--- config.mk ---
export PLATFORM = sky130hd
export DESIGN_NAME = fnd_frac_divider
export DESIGN_NICKNAME = d
export VERILOG_FILES = /design/src/rtl/fnd_pkg.sv /design/src/rtl/fnd_cfg_check.sv /design/src/rtl/fnd_frac_acc.sv /design/src/rtl/fnd_group_ctr.sv /design/src/rtl/fnd_frac_divider.sv
export SDC_FILE = /design/constraint.sdc
export NUM_CORES = 1
export LEC_CHECK = 0
export BUFFER_PORTS_ARGS = -buffer_cell sky130_fd_sc_hd__buf_2
export CAP_MARGIN = 25
export CORE_MARGIN = 1.5
export CORE_UTILIZATION = 30
export CTS_BUF_LIST = sky130_fd_sc_hd__clkbuf_8
export DETAILED_ROUTE_END_ITERATION = 16
export SLEW_MARGIN = 25
export SYNTH_ARGS = -nofsm -noshare
export SYNTH_HDL_FRONTEND = slang
export SYNTH_HIERARCHICAL = 1
export SYNTH_SLANG_ARGS = --single-unit
--- constraint.sdc ---
create_clock -name clk -period 16.7 [get_ports clk]
set_input_delay 3.34 -clock clk [delete_from_list [all_inputs] [get_ports clk]]
set_output_delay 3.34 -clock clk [all_outputs]
set_load 0.02 [all_outputs]
--- src/rtl/fnd_pkg.sv ---
package fnd_pkg;
    localparam int NW = 10;  // main group count width
    localparam int AW = 5;   // swallow count width
    localparam int FW = 4;   // fractional numerator width

    typedef struct packed {
        logic [NW-1:0] n;
        logic [AW-1:0] a;
        logic [FW-1:0] f;
        logic          qm;
    } cfg_t;
endpackage

--- src/rtl/fnd_cfg_check.sv ---
// Legality of a candidate setting
module fnd_cfg_check #(
    parameter int N_MIN = 34,
    parameter int Q_LO  = 5,
    parameter int Q_HI  = 8
) (
    input  fnd_pkg::cfg_t cand,
    output logic          legal
);
    import fnd_pkg::*;

    logic [NW:0] a_lim;
    logic [NW:0] n_ext;
    logic [FW:0] q_val;

    always_comb begin
        n_ext = {1'b0, cand.n};
        a_lim = {{(NW-AW+1){1'b0}}, cand.a} + (NW+1)'(2);
        q_val = cand.qm ? (FW+1)'(Q_HI) : (FW+1)'(Q_LO);
        legal = (n_ext >= (NW+1)'(N_MIN)) && (a_lim < n_ext) && ({1'b0, cand.f} < q_val);
    end
endmodule

--- src/rtl/fnd_frac_acc.sv ---
// Fractional accumulator: steps by F at each boundary, flags the extended period
module fnd_frac_acc #(
    parameter int FW   = 4,
    parameter int Q_LO = 5,
    parameter int Q_HI = 8
) (
    input  logic          clk,
    input  logic          rst_n,
    input  logic          clr,
    input  logic          step,
    input  logic          restart,
    input  logic [FW-1:0] f_num,
    input  logic          qm,
    output logic [FW-1:0] acc,
    output logic          carry
);
    typedef struct packed {
        logic [FW-1:0] acc;
        logic          carry;
    } acc_st_t;

    acc_st_t     st_d, st_q;
    logic [FW:0] base, sum, q_val;

    always_comb begin
        q_val = qm ? (FW+1)'(Q_HI) : (FW+1)'(Q_LO);
        base  = restart ? '0 : {1'b0, st_q.acc};
        sum   = base + {1'b0, f_num};
        st_d  = st_q;
        if (clr) begin
            st_d = '0;
        end else if (step) begin
            if (sum >= q_val) begin
                st_d.acc   = FW'(sum - q_val);
                st_d.carry = 1'b1;
            end else begin
                st_d.acc   = sum[FW-1:0];
                st_d.carry = 1'b0;
            end
        end
    end

    always_ff @(posedge clk or negedge rst_n) begin
        if (!rst_n) st_q <= '0;
        else        st_q <= st_d;
    end

    assign acc   = st_q.acc;
    assign carry = st_q.carry;
endmodule

--- src/rtl/fnd_group_ctr.sv ---
// Prescaler and group counter: A groups of P+1, then groups of P, last group +ext
module fnd_group_ctr #(
    parameter int PRESC = 32,
    parameter int NW    = 10,
    parameter int AW    = 5
) (
    input  logic          clk,
    input  logic          rst_n,
    input  logic          run,
    input  logic [NW-1:0] n_div,
    input  logic [AW-1:0] a_swl,
    input  logic          ext,
    output logic          period_end
);
    localparam int PW = $clog2(PRESC + 2);

    typedef struct packed {
        logic [PW-1:0] pre;
        logic [NW-1:0] grp;
    } ctr_st_t;

    ctr_st_t       st_d, st_q;
    logic          swallow, last_grp, grp_done;
    logic [PW-1:0] mod_m1;

    always_comb begin
        swallow    = {{(NW-AW){1'b0}}, a_swl} > st_q.grp;
        last_grp   = st_q.grp == (n_div - NW'(1));
        mod_m1     = PW'(PRESC - 1) + PW'(swallow) + PW'(last_grp & ext);
        grp_done   = st_q.pre == mod_m1;
        period_end = run && grp_done && last_grp;
        st_d       = st_q;
        if (!run) begin
            st_d = '0;
        end else if (grp_done) begin
            st_d.pre = '0;
            st_d.grp = last_grp ? '0 : st_q.grp + NW'(1);
        end else begin
            st_d.pre = st_q.pre + PW'(1);
        end
    end

    always_ff @(posedge clk or negedge rst_n) begin
        if (!rst_n) st_q <= '0;
        else        st_q <= st_d;
    end
endmodule

--- src/rtl/fnd_frac_divider.sv ---
module fnd_frac_divider #(
    parameter int PRESC = 32,
    parameter int N_MIN = 34,
    parameter int Q_LO  = 5,
    parameter int Q_HI  = 8
) (
    input  logic                   clk,
    input  logic                   rst_n,
    input  logic                   en,
    input  logic [fnd_pkg::NW-1:0] n_set,
    input  logic [fnd_pkg::AW-1:0] a_set,
    input  logic [fnd_pkg::FW-1:0] f_set,
    input  logic                   qm_set,
    output logic                   fp,
    output logic                   carry,
    output logic                   cfg_err
);
    import fnd_pkg::*;

    typedef struct packed {
        cfg_t cfg;
        logic fp;
        logic err;
    } top_st_t;

    localparam cfg_t CFG_RST = '{n: NW'(N_MIN), a: '0, f: '0, qm: 1'b0};

    top_st_t       st_d, st_q;
    cfg_t          cand;
    logic          legal, load, period_end, restart, carry_w;
    logic [NW-1:0] act_n;
    logic [FW-1:0] acc_w;

    assign cand  = '{n: n_set, a: a_set, f: f_set, qm: qm_set};
    assign act_n = st_q.cfg.n;

    fnd_cfg_check #(.N_MIN(N_MIN), .Q_LO(Q_LO), .Q_HI(Q_HI)) u_check (
        .cand  (cand),
        .legal (legal)
    );

    always_comb begin
        load    = !en || period_end;
        st_d    = st_q;
        st_d.fp = period_end;
        if (load) begin
            if (legal) st_d.cfg = cand;
            else       st_d.err = 1'b1;
        end
    end

    assign restart = st_d.cfg.qm != st_q.cfg.qm;

    always_ff @(posedge clk or negedge rst_n) begin
        if (!rst_n) st_q <= '{cfg: CFG_RST, fp: 1'b0, err: 1'b0};
        else        st_q <= st_d;
    end

    fnd_group_ctr #(.PRESC(PRESC), .NW(NW), .AW(AW)) u_ctr (
        .clk        (clk),
        .rst_n      (rst_n),
        .run        (en),
        .n_div      (act_n),
        .a_swl      (st_q.cfg.a),
        .ext        (carry_w),
        .period_end (period_end)
    );

    fnd_frac_acc #(.FW(FW), .Q_LO(Q_LO), .Q_HI(Q_HI)) u_acc (
        .clk     (clk),
        .rst_n   (rst_n),
        .clr     (!en),
        .step    (period_end),
        .restart (restart),
        .f_num   (st_d.cfg.f),
        .qm      (st_d.cfg.qm),
        .acc     (acc_w),
        .carry   (carry_w)
    );

    assign fp      = st_q.fp;
    assign carry   = carry_w;
    assign cfg_err = st_q.err;
endmodule

==> implementation parameters <==
Parameter                              Value

Yosys
  Sequential cell area fraction in the yosys report ... a little over a third
  Cell area after synthesis ... between 2000 and 3000 um2
  Synth Net Count ... 333
  Cells taking the most area after synthesis ... sky130_fd_sc_hd__dfrtp_1 34%, sky130_fd_sc_hd__ha_1 11%, sky130_fd_sc_hd__mux2_4 9.6%
  Synth warn ... 6
  Post-synth ARST share ... 100%
  Number of instances in the synthesized netlist ... 284
  Share of the synthesized area in the top cell type ... 34.5%
  Register bit count reported by yosys ... 43
  Post-synth EDFFs ... 0
  Commonest register cell after synthesis ... sky130_fd_sc_hd__dfrtp_1
  Count of distinct cell types in the synthesized netlist ... 56
  Average size of a mapped cell ... 10.5 um2
  Cell taking the most area after synthesis ... sky130_fd_sc_hd__dfrtp_1

Detailed routing
  Number of vias per cell after detailed routing ... about 4.8
  DR iter-0 viols ... 64
  Total routed wirelength ... 6.27 mm
  Drt drc ... 0
  Drt pass-1 iters ... 4
  Residual antenna-violating net count after detailed routing ... 0
  Detail-routed net length per standard cell ... 14.1 um
  Vias ... roughly 2.1k

Clocking
  Clock network latency to the later pin of the worst-skew pair ... 0.30 ns
  Cell chosen for the clock root ... sky130_fd_sc_hd__clkbuf_8
  Number of H-tree levels ... 2
  TritonCTS buffer count ... 5
  Max clock buf depth ... 2
  Hold-fix buffers, CTS ... 0
  Clock transition time at the flip-flop clock pins of the worst setup and hold paths ... roughly 0.080 ns
  Buffers inserted during post-CTS setup optimization ... 0
  Number of gates resized after CTS ... 0
  Number of sinks driven by the clock tree ... 43
  Clock tree from TritonCTS ... built

Timing
  Final worst path period need ... 7.89 ns
  Unrepaired setup endpoints after global routing ... no
  Period utilization ... 47.2%
  Final Hold Viols ... 0
  Pins over their slew limit ... 0
  Final setup fails ... 0
  Slew margin rel. ... 39.5%
  Setup slack after layout ... 8.81 ns
  Summed negative setup slack over all endpoints ... 0 ns
  Worst setup skew after layout ... between 0.005 and 0.006 ns
  Pin slew with the least headroom to its limit ... approximately 0.90 ns
  Fmax ... between 100 and 150 MHz

Layout
  Post-synthesis to final-layout area growth ... 11.3%
  Post-Route Utilization ... 34.2%
  Final antenna diode count ... 0
  Highest-count cells in the layout ignoring fill and taps ... 41 x sky130_fd_sc_hd__dfrtp_1, 25 x sky130_fd_sc_hd__ha_1, 24 x sky130_fd_sc_hd__buf_2
  Net total in the final layout ... 360
  Most frequent standard cell in the layout excluding fill and tap cells ... sky130_fd_sc_hd__dfrtp_1
  Filler Cell Count ... 980
  Share of layout cells above drive strength 1 ... 19.9%

Worst hold path
  Type of the worst min-delay path ... reg2reg

Outcome
  Status ... completed

Setup path
  Cell with the largest stage delay on the worst path ... sky130_fd_sc_hd__a2111oi_4
  CP dominant cell by count ... sky130_fd_sc_hd__ha_1
  Crit end category ... flop
  CP Data Arrival Time ... around 8.1 ns
  Maximum cell stage delay along the critical path ... between 0.5 and 0.6 ns
  Series of cell instances along the critical path ... buf_2 -> ha_1 -> and3_1 -> ha_1 -> a2111oi_1 -> o221ai_1 -> a211oi_2 -> o21ai_4 -> mux2_4 -> ha_1 -> fa_1 -> xor2_1 -> ha_1 -> o21ai_1 -> a31oi_1 -> a2111oi_4 -> mux2i_1 -> a22o_1
  Critical path's top delay family ... compound AO/OA/AOI/OAI gates
  Data required time of the worst path ... 16.94 ns
  CP Max Fanout ... 21
  Kind of start point of the critical path ... primary input
  Crit path buffers/inverters ... 1
  Crit Path Category ... in2reg

Floorplan
  Overall die height ... 103 um
  I/O pin count ... 26
  Starting density of the core ... between 30% and 40%
  Core Box Area ... 9680 um2
  Total die area ... 10500 um2
  Row Count ... 36
  Horiz. Die Dim ... 103 um

Global routing
  Total congestion overflow after global routing ... 0
  Maximum number of pins on one net before global-route repair ... 44
  GR Util All Layers ... 13.1%
  Number of antenna violations at the first check in global routing ... 0
  Global-route wire length before repair ... 10.7 mm
  Vias in the first global route ... 2155

Power and ir drop
  Worst-case vdd ir drop ... 0.0453 mV
  Power per Cell Area ... 87.3 nW/um2
  Leakage power figure ... 1.52 nW

Placement
  Global placement routability congestion ... 0.843
  Number of buffers added on ports ... 25
  Place WS ... roughly 8.5 ns
  Post-DP HPWL ... 4.69 mm

Job
  Max Cap Violations ... 0
[layout make-up]
type / count / area, um2 / share of cell area, %
Timing Repair Buffer: 25 / 128 / 3.85
Sequential cell: 43 / 1080 / 32.5
Tap cell: 133 / 166 / 5.02
Inverter: 18 / 67.6 / 2.04
Clock inverter: 3 / 12.5 / 0.378
Multi-Input combinational cell: 218 / 1790 / 54.1
Clock buffer: 5 / 68.8 / 2.08
[path summary, 6_finish.rpt]
path	startpoint	end	slack [ns]	cells after the start
worst min register to register	u_acc/acc[2]	u_acc/acc[2]	0.51	2
max in group asynchronous	rst_n	u_ctr/st_q[7]	13.28	1
min in group asynchronous	rst_n	st_q[6]	3.01	1
worst min-delay path	u_acc/acc[2]	u_acc/acc[2]	0.51	2
worst max register to register	act_n[1]	u_acc/acc[0]	9.45	24
worst max-delay path	a_set[1]	u_acc/acc[0]	8.81	18
[Yosys cell counts, drive strengths merged, types with 3 or more instances]
library cell,count
nand2b,6
and3,5
nor2b,8
buf,5
nor3,5
ha,25
nand2,19
mux2i,4
a21oi,7
o21ai,8
xor2,15
inv,17
dfrtp,41
nor2,19
nand4,3
nand3,11
nor3b,7
mux2,20
or4,3
xnor2,15
nor4,8
a2111oi,3
[worst reg2reg max path: stages, from the launching register on]
cell and delay, ns:
sky130_fd_sc_hd__dfstp_2 0.58, sky130_fd_sc_hd__inv_1 0.05, sky130_fd_sc_hd__ha_1 0.21, sky130_fd_sc_hd__or4b_4 0.25, sky130_fd_sc_hd__o2bb2ai_1 0.06, sky130_fd_sc_hd__a2111oi_0 0.59
sky130_fd_sc_hd__a311oi_2 0.16, sky130_fd_sc_hd__nor4_1 0.50, sky130_fd_sc_hd__nand2_1 0.11, sky130_fd_sc_hd__ha_1 0.23, sky130_fd_sc_hd__or4_1 0.41, sky130_fd_sc_hd__o22ai_1 0.23
sky130_fd_sc_hd__and2_1 0.38, sky130_fd_sc_hd__and3_1 0.43, sky130_fd_sc_hd__o21ai_4 0.31, sky130_fd_sc_hd__mux2_4 0.39, sky130_fd_sc_hd__ha_1 0.23, sky130_fd_sc_hd__fa_1 0.40
sky130_fd_sc_hd__xor2_1 0.19, sky130_fd_sc_hd__ha_1 0.32, sky130_fd_sc_hd__o21ai_1 0.13, sky130_fd_sc_hd__a31oi_1 0.08, sky130_fd_sc_hd__a2111oi_4 0.55, sky130_fd_sc_hd__mux2i_1 0.25
sky130_fd_sc_hd__a22o_1 0.15
[kinds of logic (layout without fill, tap and decap cells)]
group,after synthesis,in the layout,synth area share (%)
AND/OR/NAND/NOR,101,101,19.1
flip-flops,43,43,36.2
AO/OA/AOI/OAI,37,37,9.83
XOR/XNOR,30,30,8.82
adder cells (fa/ha/maj),26,26,11.2
multiplexers,24,24,11.3
buffers and inverters,23,51,3.57
[sequential cells by signal, summed over array words and instances, names as in the netlist]
register,count
st_q,10
u_ctr/st_q,16
u_acc/acc,4
u_acc/carry,1
fp,1
cfg_err,1
act_n,10
[metrics by stage]
| stage | instance area (um2) | std cells | power (mW) | hold WS (ns) |
|---|---|---|---|---|
| after floorplan | 2980 | 284 | 0.204 | 0.448 |
| after global placement | 3230 | 437 | 0.225 | 0.482 |
| after detailed placement | 3230 | 437 | 0.227 | 0.486 |
| after CTS | 3310 | 445 | 0.293 | 0.511 |
| after global routing | 3310 | 445 | 0.310 | 0.525 |
| final | 3310 | 445 | 0.289 | 0.507 |
[power breakdown]
part	leakage, nW	internal [mW]	switching (mW)
clock	0.0505	0.0282	0.0371
sequential	0.546	0.116	0.0123
combinational	0.924	0.0494	0.0462
[metal layers]
metal	global-route usage (%)	vias to the layer above	share of wire [%]	wire length, um
li1	-	1063	-	-
met1	18.6	1044	51	3230
met2	20.3	22	45	2810
met3	3.39	5	3.0	187
met4	2.53	0	0.70	44
met5	0	-	0	0
No activity file was read; power rests on OpenSTA's default activity.
